--- src/rtl/crc_nib_pkg.sv ---
package crc_nib_pkg;
  typedef struct packed {
    logic seed;
    logic advance;
    logic shift;
  } crcCtrl_t;
endpackage

--- src/rtl/crc32_nibble_ctrl.sv ---
module crc32_nibble_ctrl
  import crc_nib_pkg::*;
#(
  parameter int FCS_NIB = 8
) (
  input  logic     clk,
  input  logic     rstN,
  input  logic     clear,
  input  logic     enable,
  input  logic     fcsShift,
  output crcCtrl_t ctl,
  output logic     fcsDone
);
  localparam int CNT_W = $clog2(FCS_NIB + 1);
  localparam logic [CNT_W-1:0] LAST = CNT_W'(FCS_NIB - 1);
  localparam logic [CNT_W-1:0] FULL = CNT_W'(FCS_NIB);

  logic [CNT_W-1:0] shiftCnt;
  logic             shiftOk;

  assign shiftOk     = (shiftCnt != FULL);
  assign ctl.seed    = clear;
  assign ctl.shift   = !clear && fcsShift && shiftOk;
  assign ctl.advance = !clear && !fcsShift && enable;

  always_ff @(posedge clk or negedge rstN) begin
    if (!rstN) begin
      shiftCnt <= '0;
      fcsDone  <= 1'b0;
    end else if (clear) begin
      shiftCnt <= '0;
      fcsDone  <= 1'b0;
    end else begin
      fcsDone <= ctl.shift && (shiftCnt == LAST);
      if (ctl.shift) shiftCnt <= shiftCnt + 1'b1;
    end
  end

  // clear blocks both the update and the shift strobe
  p_clear_prio_r2: assert property (@(posedge clk) disable iff (!rstN)
    clear |-> (!ctl.advance && !ctl.shift));
  // done is a single-cycle pulse
  p_done_single_r6: assert property (@(posedge clk) disable iff (!rstN)
    fcsDone |=> !fcsDone);
  // counter never runs past the FCS length
  p_cnt_bound_r6: assert property (@(posedge clk) disable iff (!rstN)
    shiftCnt <= FULL);
  // shifting stops once all nibbles are out
  p_no_extra_r6: assert property (@(posedge clk) disable iff (!rstN)
    (shiftCnt == FULL) |-> !ctl.shift);
endmodule

--- src/rtl/crc32_nibble_dp.sv ---
module crc32_nibble_dp
  import crc_nib_pkg::*;
#(
  parameter int               CRC_W = 32,
  parameter int               NIB_W = 4,
  parameter logic [CRC_W-1:0] POLY  = 32'h04C1_1DB7,
  parameter logic [CRC_W-1:0] SEED  = 32'hFFFF_FFFF
) (
  input  logic             clk,
  input  logic             rstN,
  input  crcCtrl_t         ctl,
  input  logic [NIB_W-1:0] dataIn,
  output logic [CRC_W-1:0] crcOut,
  output logic [NIB_W-1:0] fcsNibble
);
  logic [CRC_W-1:0] crcReg;

  function automatic logic [CRC_W-1:0] stepNib(input logic [CRC_W-1:0] cur,
                                               input logic [NIB_W-1:0] nib);
    logic [CRC_W-1:0] r;
    logic             fb;
    r = cur;
    for (int b = 0; b < NIB_W; b++) begin
      fb = r[CRC_W-1] ^ nib[b];
      r  = {r[CRC_W-2:0], 1'b0};
      if (fb) r = r ^ POLY;
    end
    return r;
  endfunction

  always_ff @(posedge clk or negedge rstN) begin
    if (!rstN)            crcReg <= SEED;
    else if (ctl.seed)    crcReg <= SEED;
    else if (ctl.shift)   crcReg <= {crcReg[CRC_W-NIB_W-1:0], {NIB_W{1'b1}}};
    else if (ctl.advance) crcReg <= stepNib(crcReg, dataIn);
  end

  generate
    for (genvar i = 0; i < NIB_W; i++) begin : g_wire
      assign fcsNibble[i] = ~crcReg[CRC_W-1-i];
    end
  endgenerate

  assign crcOut = crcReg;

  // seeding loads the all-ones preset
  p_seed_r1: assert property (@(posedge clk) disable iff (!rstN)
    ctl.seed |=> (crcReg == SEED));
  // no strobe means no change
  p_hold_r4: assert property (@(posedge clk) disable iff (!rstN)
    (!ctl.seed && !ctl.shift && !ctl.advance) |=> $stable(crcReg));
  // each shift refills the low nibble with ones
  p_fill_r5: assert property (@(posedge clk) disable iff (!rstN)
    ctl.shift |=> (crcReg[NIB_W-1:0] == {NIB_W{1'b1}}));
endmodule

--- src/rtl/crc32_nibble_engine.sv ---
module crc32_nibble_engine
  import crc_nib_pkg::*;
#(
  parameter int               CRC_W   = 32,
  parameter int               NIB_W   = 4,
  parameter logic [CRC_W-1:0] POLY    = 32'h04C1_1DB7,
  parameter logic [CRC_W-1:0] SEED    = 32'hFFFF_FFFF,
  parameter logic [CRC_W-1:0] RESIDUE = 32'hC704_DD7B
) (
  input  logic             clk,
  input  logic             rstN,
  input  logic             clear,
  input  logic             enable,
  input  logic [NIB_W-1:0] dataIn,
  input  logic             fcsShift,
  output logic [CRC_W-1:0] crcOut,
  output logic [NIB_W-1:0] fcsNibble,
  output logic             fcsDone,
  output logic             match
);
  localparam int FCS_NIB = CRC_W / NIB_W;

  crcCtrl_t ctl;

  crc32_nibble_ctrl #(.FCS_NIB(FCS_NIB)) uCtrl (
    .clk(clk), .rstN(rstN), .clear(clear), .enable(enable),
    .fcsShift(fcsShift), .ctl(ctl), .fcsDone(fcsDone)
  );

  crc32_nibble_dp #(.CRC_W(CRC_W), .NIB_W(NIB_W), .POLY(POLY), .SEED(SEED)) uDp (
    .clk(clk), .rstN(rstN), .ctl(ctl), .dataIn(dataIn),
    .crcOut(crcOut), .fcsNibble(fcsNibble)
  );

  assign match = (crcOut == RESIDUE);

  // after the last nibble the remainder is fully replaced by fill
  p_done_fill_r6: assert property (@(posedge clk) disable iff (!rstN)
    fcsDone |-> (crcOut == {CRC_W{1'b1}}));
  // a fully shifted-out register never reads as a good residue
  p_done_nomatch_r7: assert property (@(posedge clk) disable iff (!rstN)
    fcsDone |-> !match);
endmodule

--- config.mk ---
export PLATFORM = sky130hd
export DESIGN_NAME = crc32_nibble_engine
export DESIGN_NICKNAME = d
export VERILOG_FILES = /design/src/rtl/crc_nib_pkg.sv /design/src/rtl/crc32_nibble_ctrl.sv /design/src/rtl/crc32_nibble_dp.sv /design/src/rtl/crc32_nibble_engine.sv
export SDC_FILE = /design/constraint.sdc
export NUM_CORES = 1
export LEC_CHECK = 0
export BUFFER_PORTS_ARGS = -buffer_cell sky130_fd_sc_hd__buf_2
export CAP_MARGIN = 20
export CORE_UTILIZATION = 49
export CTS_CLUSTER_SIZE = 24
export DETAILED_ROUTE_END_ITERATION = 12
export GPL_ROUTABILITY_DRIVEN = 0
export PLACE_DENSITY = 0.85
export SYNTH_ARGS = -nofsm -noshare
export SYNTH_HDL_FRONTEND = slang
export SYNTH_SLANG_ARGS = --single-unit
--- constraint.sdc ---
create_clock -name clk -period 2 [get_ports clk]
set_input_delay 0.2 -clock clk [delete_from_list [all_inputs] [get_ports clk]]
set_output_delay 0.2 -clock clk [all_outputs]
set_load 0.005 [all_outputs]
==> impl_metrics.env, run 1 <==
export IMPL_cts_root_buf="clkbuf_8"
export IMPL_routed_via_density=6.02
export IMPL_worstPathArrival_ns=1.76
export IMPL_crit_family="simple AND/OR/NAND/NOR gates"
export IMPL_crit_chain="and4_4 > nand4_1 > nor4_2 > buf_2"
export IMPL_seq_area_frac_synth_pct=43.6
export IMPL_clockBufferDepth=2
export IMPL_cp_slowest_cell="dfstp_2"
export IMPL_synth_edff_count=0
export IMPL_antenna_cells_inserted=0
export IMPL_period_needed_ns=1.96
export IMPL_power_density_nw_per_um2=864
export IMPL_ant_nets=0
export IMPL_crit_path_start_kind="flip-flop"
export IMPL_regToRegSetupSlack_ns=0.06
export IMPL_first_iter_violations=285
export IMPL_maxSlewViolCount=0
export IMPL_holdBufCountCts=0
export IMPL_final_core_util_pct=62.7
export IMPL_p_seq_share_pct=45.7
export IMPL_die_h_um=69.2
export IMPL_drt_pass1_iterations=6
export IMPL_reg2reg_from="uDp.crcOut[30]"
export IMPL_whs_ns=-0.00215
export IMPL_r2r_cells=4
export IMPL_worstSetupStartpoint="uDp.crcOut[31]"
export IMPL_cp_num_cells=4
export IMPL_hp_class="in -> async"
export IMPL_start_util_pct=50.9
export IMPL_routed_wl_um=5830
export IMPL_postSynth_asyncResetShare_pct=100
export IMPL_worst_ep_required_time_ns=1.80
export IMPL_combPwrFrac_pct=32.4
export IMPL_synth_cells=220
export IMPL_cts_max_level=2
export IMPL_regToRegEndpoint="uDp.crcOut[13]"
export IMPL_syn_area_um2=2220
export IMPL_outcome="finished with violations"
export IMPL_worst_clock_skew_ns=0.00486
export IMPL_ys_flop_type="dfstp_2"
export IMPL_swShare_pct=33.5
export IMPL_end_kind="primary output"
export IMPL_core_area_um2=4350
export IMPL_violations="negative hold slack"
export IMPL_nets=289
export IMPL_rsz0062_at_grt="true"
export IMPL_leakagePower_nw=1.14
export IMPL_syn_to_final_growth_pct=23.2
export IMPL_grt_overflow_total=0
export IMPL_synth_seq_cells=37
export IMPL_setup_viol=0
export IMPL_synth_most_common_cell="dfstp_2"
export IMPL_finalPower_mw=2.36
export IMPL_fin_crit_sh_pct=97.9
export IMPL_yosys_area_top_type="dfstp_2"
export IMPL_synth_common_cells="dfstp_2 (32), nand2_1 (27), xnor2_1 (14)"
export IMPL_cp_num_buf_inv=1
export IMPL_cpPeakStageDelay_ns=0.60
export IMPL_ys_warn_count=0
export IMPL_max_cap_violations=0
export IMPL_worst_slew_pin_slew_ns=0.811
export IMPL_vdd_ir_drop_max_v=0.000358
export IMPL_antenna_found_initial=0
export IMPL_synth_area_top_cells="dfstp_2 (38%), dfrtp_1 (5.6%), xnor2_1 (5.5%)"
export IMPL_hpwl_um=4140
export IMPL_syn_area_per_cell_um2=10.1
export IMPL_fp_dieW_um=69.2
export IMPL_worstPathMaxFanout=4
export IMPL_syn_nets=231
export IMPL_rows=24
export IMPL_clkPwrFrac_pct=21.9
export IMPL_slew_headroom_pct=45.9
export IMPL_place_port_buffers=46
export IMPL_critPathCapture="match"
export IMPL_num_vias=1991
export IMPL_first_global_vias=1843
export IMPL_yosysUniqueCellTypes=46
export IMPL_grt_pass1_wl_um=9310
export IMPL_drive_gt1_share_pct=44.1
export IMPL_grt_max_degree=38
export IMPL_cts_tree="done"
export IMPL_post_drt_wl_per_cell_um=17.6
export IMPL_drc=0
export IMPL_clock_sinks=37
export IMPL_fillers=352
export IMPL_ios=47
export IMPL_track_usage_pct=24.8
export IMPL_die_area_um2=4790
export IMPL_crit_type="reg -> out"
export IMPL_power_switching_mw=0.791
export IMPL_cts_buffers=5
export IMPL_fmax_mhz=511
export IMPL_clk_latency_ns=0.30
export IMPL_synth_top_area_share_pct=37.9
export IMPL_cell_internal_pwr_mw=1.57
export IMPL_cts_clk_slew_worst_paths_ns=0.07
export IMPL_hold_violations=3
==> logic make-up after synthesis <==
family | count (synthesis) | share of synthesized area (%)
AO/OA/AOI/OAI | 49 | 16.1
XOR/XNOR | 24 | 13.9
flip-flops | 37 | 43.6
buffers and inverters | 20 | 3.73
AND/OR/NAND/NOR | 88 | 21.5
adder cells (fa/ha/maj) | 2 | 1.13
==> metal layers <==
layer / global-route usage (%) / wire length (um)
met1: 35.3 / 2440
met2: 38.3 / 2840
met3: 4.07 / 466
met4: 9.07 / 80
met5: 0 / 0
==> cells in the final DEF (no fill, tap or decap), types with 6 or more instances in the layout <==
cell and count:
buf_2 47, dfstp_2 32, nand2_1 27, buf_4 17, xnor2_1 14, o211ai_1 13
or3_1 11, o21ai_0 9, nor2_1 8, nor3_1 7, inv_1 6, a31oi_1 6
==> worst register-to-register path, delay by kind of cell (launching register included) <==
kind | cells | cell delay, ns
XOR/XNOR | 2 | 0.67
AND/OR/NAND/NOR | 1 | 0.48
AO/OA/AOI/OAI | 1 | 0.12
flip-flops | 1 | 0.60
==> layout make-up <==
cell class,count,area [um^2],area share (%)
clock inverter,2,10.0,0.367
multi-input combinational,163,1230,45.0
inverter,7,26.3,0.962
sequential,37,966,35.4
clock buffer,6,72.6,2.66
timing repair buffer,64,363,13.3
tap,52,65.1,2.38
==> worst min path at each step <==
stage,depth (start not counted),end,slack (ns)
floorplan,0,uCtrl.fcsDone,-0.1
global placement,1,uCtrl.shiftCnt[2],0.32
detailed placement,1,uCtrl.shiftCnt[2],0.33
CTS,1,uCtrl.shiftCnt[2],0.02
global route,1,uCtrl.shiftCnt[3],0.05
finish,1,uCtrl.shiftCnt[3],-0.002
==> repair_timing <==
item | CTS | global route
pin swaps | 0 | 6
buffers inserted | 0 | 3
resized for setup | 2 | 12
endpoints found under the setup margin | 1 | 25
==> state kept, by name, summed over array words and instances (netlist names) <==
register and count:
uDp.crcOut 32, uCtrl.shiftCnt 4, uCtrl.fcsDone 1
==> metrics by stage <==
step	TNS, ns	worst slack [ns]	hold slack (ns)	instances	instance area (um^2)
2_1_floorplan	0	0.0506	-0.0956	220	2220
3_3_place_gp	0	0.0891	0.324	320	2570
3_5_place_dp	0	0.0478	0.334	320	2570
4_1_cts	0	0.0149	0.0167	328	2670
5_1_grt	-0.00536	-0.00536	0.0454	331	2730
6_report	0	0.0423	-0.00215	331	2730
==> power groups by stage <==
stage,Sequential (mW),Combinational [mW],Clock [mW]
global route,1.09,0.840,0.548
global placement,1.07,0.711,0
detailed placement,1.07,0.733,0
CTS,1.07,0.740,0.519
finish,1.08,0.764,0.516
floorplan,1.04,0.470,0
Power figures use the tool's default switching activity.
==> run 2: changes to the inputs <==
Settings changed: PLACE_DENSITY 0.85 to 0.86.
==> run 2 against run 1 <==
Net effect: count of clock-buffer cells in the layout increased by 1; critical path depth unchanged; critical path type is now reg -> reg; highest routed layer unchanged; sequential share of layout area is 0.99 points lower; the flow now finishes without violations; sequential power about the same; core utilization is 1.8 points higher; maximum frequency is 1.2% lower.
==> impl_metrics.env, run 2 (synthesis results as in run 1) <==
export IMPL_ant_nets=0
export IMPL_dp_slack_ns=0.0370
export IMPL_max_cap_violations=0
export IMPL_r2r_cells=4
export IMPL_period_needed_ns=1.98
export IMPL_grt_overflow_total=0
export IMPL_end_kind="flip-flop"
export IMPL_first_iter_violations=243
export IMPL_largest_register_ffs=32
export IMPL_setup_slack_ns=0.0194
export IMPL_cts_root_buf="clkbuf_8"
export IMPL_cp_slowest_cell="dfstp_2"
export IMPL_drc=0
export IMPL_worstPathArrival_ns=2.20
export IMPL_clk_latency_ns=0.29
export IMPL_cts_tree="done"
export IMPL_num_vias=2087
export IMPL_hold_violations=0
export IMPL_regToRegSetupSlack_ns=0.02
export IMPL_crit_path_start_kind="flip-flop"
export IMPL_cpPeakStageDelay_ns=0.63
export IMPL_final_cell_mix="buf_2 (46), dfstp_2 (32), nand2_1 (27)"
export IMPL_fmax_mhz=505
export IMPL_core_area_um2=4350
export IMPL_drive_gt1_share_pct=44.0
export IMPL_regToRegEndpoint="uDp.crcOut[11]"
export IMPL_syn_to_final_growth_pct=26.8
export IMPL_grt_max_degree=38
export IMPL_rows=24
export IMPL_cts_clk_slew_worst_paths_ns=0.08
export IMPL_fillers=337
export IMPL_post_drt_wl_per_cell_um=18.6
export IMPL_outcome="completed"
export IMPL_antenna_cells_inserted=0
export IMPL_slew_headroom_pct=45.5
export IMPL_hp_class="in -> async"
export IMPL_holdBufCountCts=0
export IMPL_power_density_nw_per_um2=920
export IMPL_cts_buffers=5
export IMPL_leakagePower_nw=1.19
export IMPL_nets=292
export IMPL_fin_crit_sh_pct=99.0
export IMPL_track_usage_pct=25.8
export IMPL_crit_type="reg -> reg"
export IMPL_maxSlewViolCount=0
export IMPL_hpwl_um=4020
export IMPL_worst_slew_pin_slew_ns=0.817
export IMPL_worstPathMaxFanout=6
export IMPL_reg2reg_from="uDp.crcOut[28]"
export IMPL_start_util_pct=50.9
export IMPL_worst_clock_skew_ns=0.00853
export IMPL_clockBufferDepth=2
export IMPL_routed_via_density=6.25
export IMPL_die_area_um2=4790
export IMPL_rsz0062_at_grt="true"
export IMPL_ios=47
export IMPL_finalPower_mw=2.58
export IMPL_crit_family="XOR/XNOR gates"
export IMPL_cts_max_level=2
export IMPL_setup_viol=0
export IMPL_antenna_found_initial=0
export IMPL_first_global_vias=1942
export IMPL_mostFrequentLayoutCell="buf_2"
export IMPL_worstSetupStartpoint="uDp.crcOut[28]"
export IMPL_die_h_um=69.2
export IMPL_clock_sinks=37
export IMPL_worst_ep_required_time_ns=2.22
export IMPL_place_port_buffers=46
export IMPL_fp_dieW_um=69.2
export IMPL_drt_pass1_iterations=5
export IMPL_cp_num_buf_inv=0
export IMPL_crit_chain="xnor2_4 > xor3_2 > or4_4 > o311a_1"
export IMPL_routed_wl_um=6220
export IMPL_grt_pass1_wl_um=9820
export IMPL_vdd_ir_drop_max_v=0.000364
run 2: cell count changes in the layout (fill, tap and decap cells not counted), moves of 2 or more:
cell      delta
clkinv_2     -2
buf_4        +3
xnor2_4      +2
xnor2_2      -2
run 2: timing repair:
| action | CTS | global route |
|---|---|---|
| endpoints found under the setup margin | 1 | 18 |
| gates resized for setup | 2 | 12 |
| hold endpoints to repair | 0 | 0 |
| pin swaps | 0 | 7 |
| buffers inserted | 0 | 7 |
run 2: worst reg2reg max path, stage by stage (launching register included):
cell and delay (ns):
dfstp_2 0.63, xnor2_4 0.19, xor3_2 0.45, or4_4 0.50, o311a_1 0.14
run 2: area by class of cell:
class                   instances  area (um^2)  area share (%)
flip-flops and latches         37          966            34.4
clock buffers                   7         86.3            3.07
inverters                       7         26.3           0.935
multi-input cells             163         1240            44.3
clock inverters                 1         30.0            1.07
well taps                      52         65.1            2.32
repair buffers                 67          392            13.9
run 2: worst max path at each step:
stage / end / cells after the start / slack [ns]
floorplan: uDp.crcOut[11] / 4 / 0.05
global placement: uDp.crcOut[13] / 4 / 0.09
detailed placement: uDp.crcOut[11] / 4 / 0.04
CTS: match / 4 / 0.01
global route: uDp.crcOut[11] / 4 / -0.01
finish: uDp.crcOut[11] / 4 / 0.02
run 2: layer usage:
metal  vias to the layer above  global-route usage (%)  wire length (um)
met3                        21                    4.65               439
met2                       109                    39.2              2940
met1                      1028                    36.5              2690
li1                        929                       -                 -
met4                         0                    10.9               160
met5                         -                       0                 0
run 2: report_power, final:
group	total [mW]	leakage (nW)	internal, mW	switching [mW]
sequential	1.08	0.406	0.929	0.151
combinational	0.826	0.730	0.431	0.395
clock	0.678	0.0585	0.407	0.271
run 2: stage by stage:
| step | area (um^2) | hold slack [ns] | TNS (ns) | instances | utilization, % |
|---|---|---|---|---|---|
| 6_report | 2810 | 0.00447 | 0 | 334 | 64.5 |
| 5_1_grt | 2810 | 0.0544 | -0.0147 | 334 | 64.5 |
| 4_1_cts | 2690 | 0.0288 | 0 | 327 | 61.8 |
| 3_5_place_dp | 2560 | 0.343 | 0 | 319 | 58.9 |
| 3_3_place_gp | 2560 | 0.325 | 0 | 319 | 58.9 |
| 2_1_floorplan | 2220 | -0.0956 | 0 | 220 | - |
==> run 3: changes to the inputs <==
Settings changed: SETUP_SLACK_MARGIN set to 0.15.
==> run 3 against run 2 <==
Net effect: the run now ends with negative setup slack left; largest cell class unchanged; global-route usage up 2.7 points; clock skew down 0.0051 ns; critical path depth is the same; register-to-register slack improved by 0.05 ns; critical endpoint is now match.
==> impl_metrics.env, run 3 (synthesis results as in run 1) <==
export IMPL_outcome="finished with violations"
export IMPL_violations="negative setup slack"
export IMPL_regToRegSetupSlack_ns=0.07
export IMPL_end_kind="primary output"
export IMPL_postPlaceCellArea_um2=2610
export IMPL_rows=24
export IMPL_cts_clk_slew_worst_paths_ns=0.08
export IMPL_grt_max_degree=26
export IMPL_fmax_mhz=499
export IMPL_final_cell_mix="buf_2 (46), buf_4 (34), dfstp_2 (32)"
export IMPL_fin_tns_setup_ns=-0.00510
export IMPL_hold_violations=0
export IMPL_core_area_um2=4350
export IMPL_nets=312
export IMPL_antenna_found_initial=0
export IMPL_grt_overflow_total=0
export IMPL_cts_root_buf="clkbuf_8"
export IMPL_worstPathArrival_ns=1.81
export IMPL_worst_clock_skew_ns=0.00348
export IMPL_worstHoldPathCells=2
export IMPL_cts_buffers=5
export IMPL_regToRegEndpoint="uDp.crcOut[11]"
export IMPL_fp_dieW_um=69.2
export IMPL_reg2reg_from="uDp.crcOut[29]"
export IMPL_power_density_nw_per_um2=923
export IMPL_routed_wl_um=7140
export IMPL_crit_chain="and4_1 > nand4_1 > nor4_2 > buf_2"
export IMPL_setup_slack_ns=-0.00510
export IMPL_mostFrequentLayoutCell="buf_2"
export IMPL_clk_latency_ns=0.30
export IMPL_grt_pass1_wl_um=10500
export IMPL_cts_max_level=2
export IMPL_rsz0062_at_grt="true"
export IMPL_cpPeakStageDelay_ns=0.60
export IMPL_die_h_um=69.2
export IMPL_first_global_vias=1968
export IMPL_worst_ep_required_time_ns=1.80
export IMPL_cp_slowest_cell="dfstp_2"
export IMPL_drive_gt1_share_pct=49.7
export IMPL_slew_headroom_pct=59.4
export IMPL_die_area_um2=4790
export IMPL_syn_to_final_growth_pct=37.3
export IMPL_worstSetupStartpoint="uDp.crcOut[30]"
export IMPL_track_usage_pct=28.6
export IMPL_largest_register_ffs=32
export IMPL_drc=0
export IMPL_cts_tree="done"
export IMPL_post_drt_wl_per_cell_um=20.2
export IMPL_hpwl_um=4260
export IMPL_r2r_cells=4
export IMPL_worstPathMaxFanout=3
export IMPL_critPathCapture="match"
export IMPL_place_port_buffers=46
export IMPL_leakagePower_nw=1.29
export IMPL_start_util_pct=50.9
export IMPL_max_cap_violations=0
export IMPL_routed_via_density=6.46
export IMPL_period_needed_ns=2.01
export IMPL_final_area_um2=3040
export IMPL_clock_sinks=37
export IMPL_fin_crit_sh_pct=100
export IMPL_crit_type="reg -> out"
export IMPL_crit_path_start_kind="flip-flop"
export IMPL_final_core_util_pct=69.9
export IMPL_hp_class="in -> reg"
export IMPL_antenna_cells_inserted=0
export IMPL_setup_viol=1
export IMPL_ios=47
export IMPL_ant_nets=0
export IMPL_drt_pass1_iterations=5
export IMPL_maxSlewViolCount=0
export IMPL_worst_slew_pin_slew_ns=0.607
export IMPL_first_iter_violations=287
export IMPL_clockBufferDepth=2
export IMPL_vdd_ir_drop_max_v=0.000469
export IMPL_dp_slack_ns=0.0951
export IMPL_num_vias=2286
[run 3: changes by cell type in the layout (fill, tap and decap cells not counted), moves of 2 or more]
cell	delta
a21oi_1	-2
buf_4	+14
a21oi_2	+2
buf_6	+4
[run 3: worst max-delay path: cells and delay by family, from the launching register on]
kind                   cells  cell delay [ns]
AND/OR/NAND/NOR            3             0.73
flip-flops                 1             0.60
buffers and inverters      1             0.17
[run 3: layer usage]
| metal | GRT usage (%) | part of all wire, % |
|---|---|---|
| met2 | 43.4 | 47 |
| met5 | 0 | 0 |
| met4 | 13.6 | 4.1 |
| met1 | 38.0 | 39 |
| met3 | 7.56 | 9.3 |
[run 3: timing repair]
action / 4_1_cts / 5_1_grt
pin swaps: 9 / 5
hold endpoints to repair: 5 / 0
buffers inserted: 11 / 12
gates resized for setup: 13 / 12
hold buffers: 1 / 0
endpoints found under the setup margin: 17 / 31
[run 3: where the power goes]
part	switching, mW	internal [mW]
sequential	0.155	0.929
combinational	0.442	0.499
clock	0.290	0.496
total	0.887	1.92
[run 3: cell type report]
type / instances / area [um^2]
fillers: 276 / 1310
multi-input cells: 163 / 1280
flip-flops and latches: 37 / 966
repair buffers: 87 / 572
clock buffers: 5 / 68.8
clock inverters: 3 / 65.1
well taps: 52 / 65.1
inverters: 7 / 26.3
[run 3: worst min-delay path by stage]
stage	start	end	slack [ns]
after detailed placement	rstN	uCtrl.fcsDone	0.23
after floorplan	rstN	uCtrl.fcsDone	-0.1
final	clear	uCtrl.shiftCnt[0]	0.19
after CTS	clear	uCtrl.shiftCnt[0]	0.19
after global routing	clear	uCtrl.shiftCnt[3]	0.21
after global placement	rstN	uCtrl.fcsDone	0.22
[run 3: per-stage QoR]
stage / total power [mW] / cells / hold WS, ns
6_report: 2.81 / 354 / 0.193
4_1_cts: 2.68 / 342 / 0.192
3_5_place_dp: 1.82 / 322 / 0.227
2_1_floorplan: 1.52 / 220 / -0.0956
5_1_grt: 2.92 / 354 / 0.205
3_3_place_gp: 1.79 / 322 / 0.215
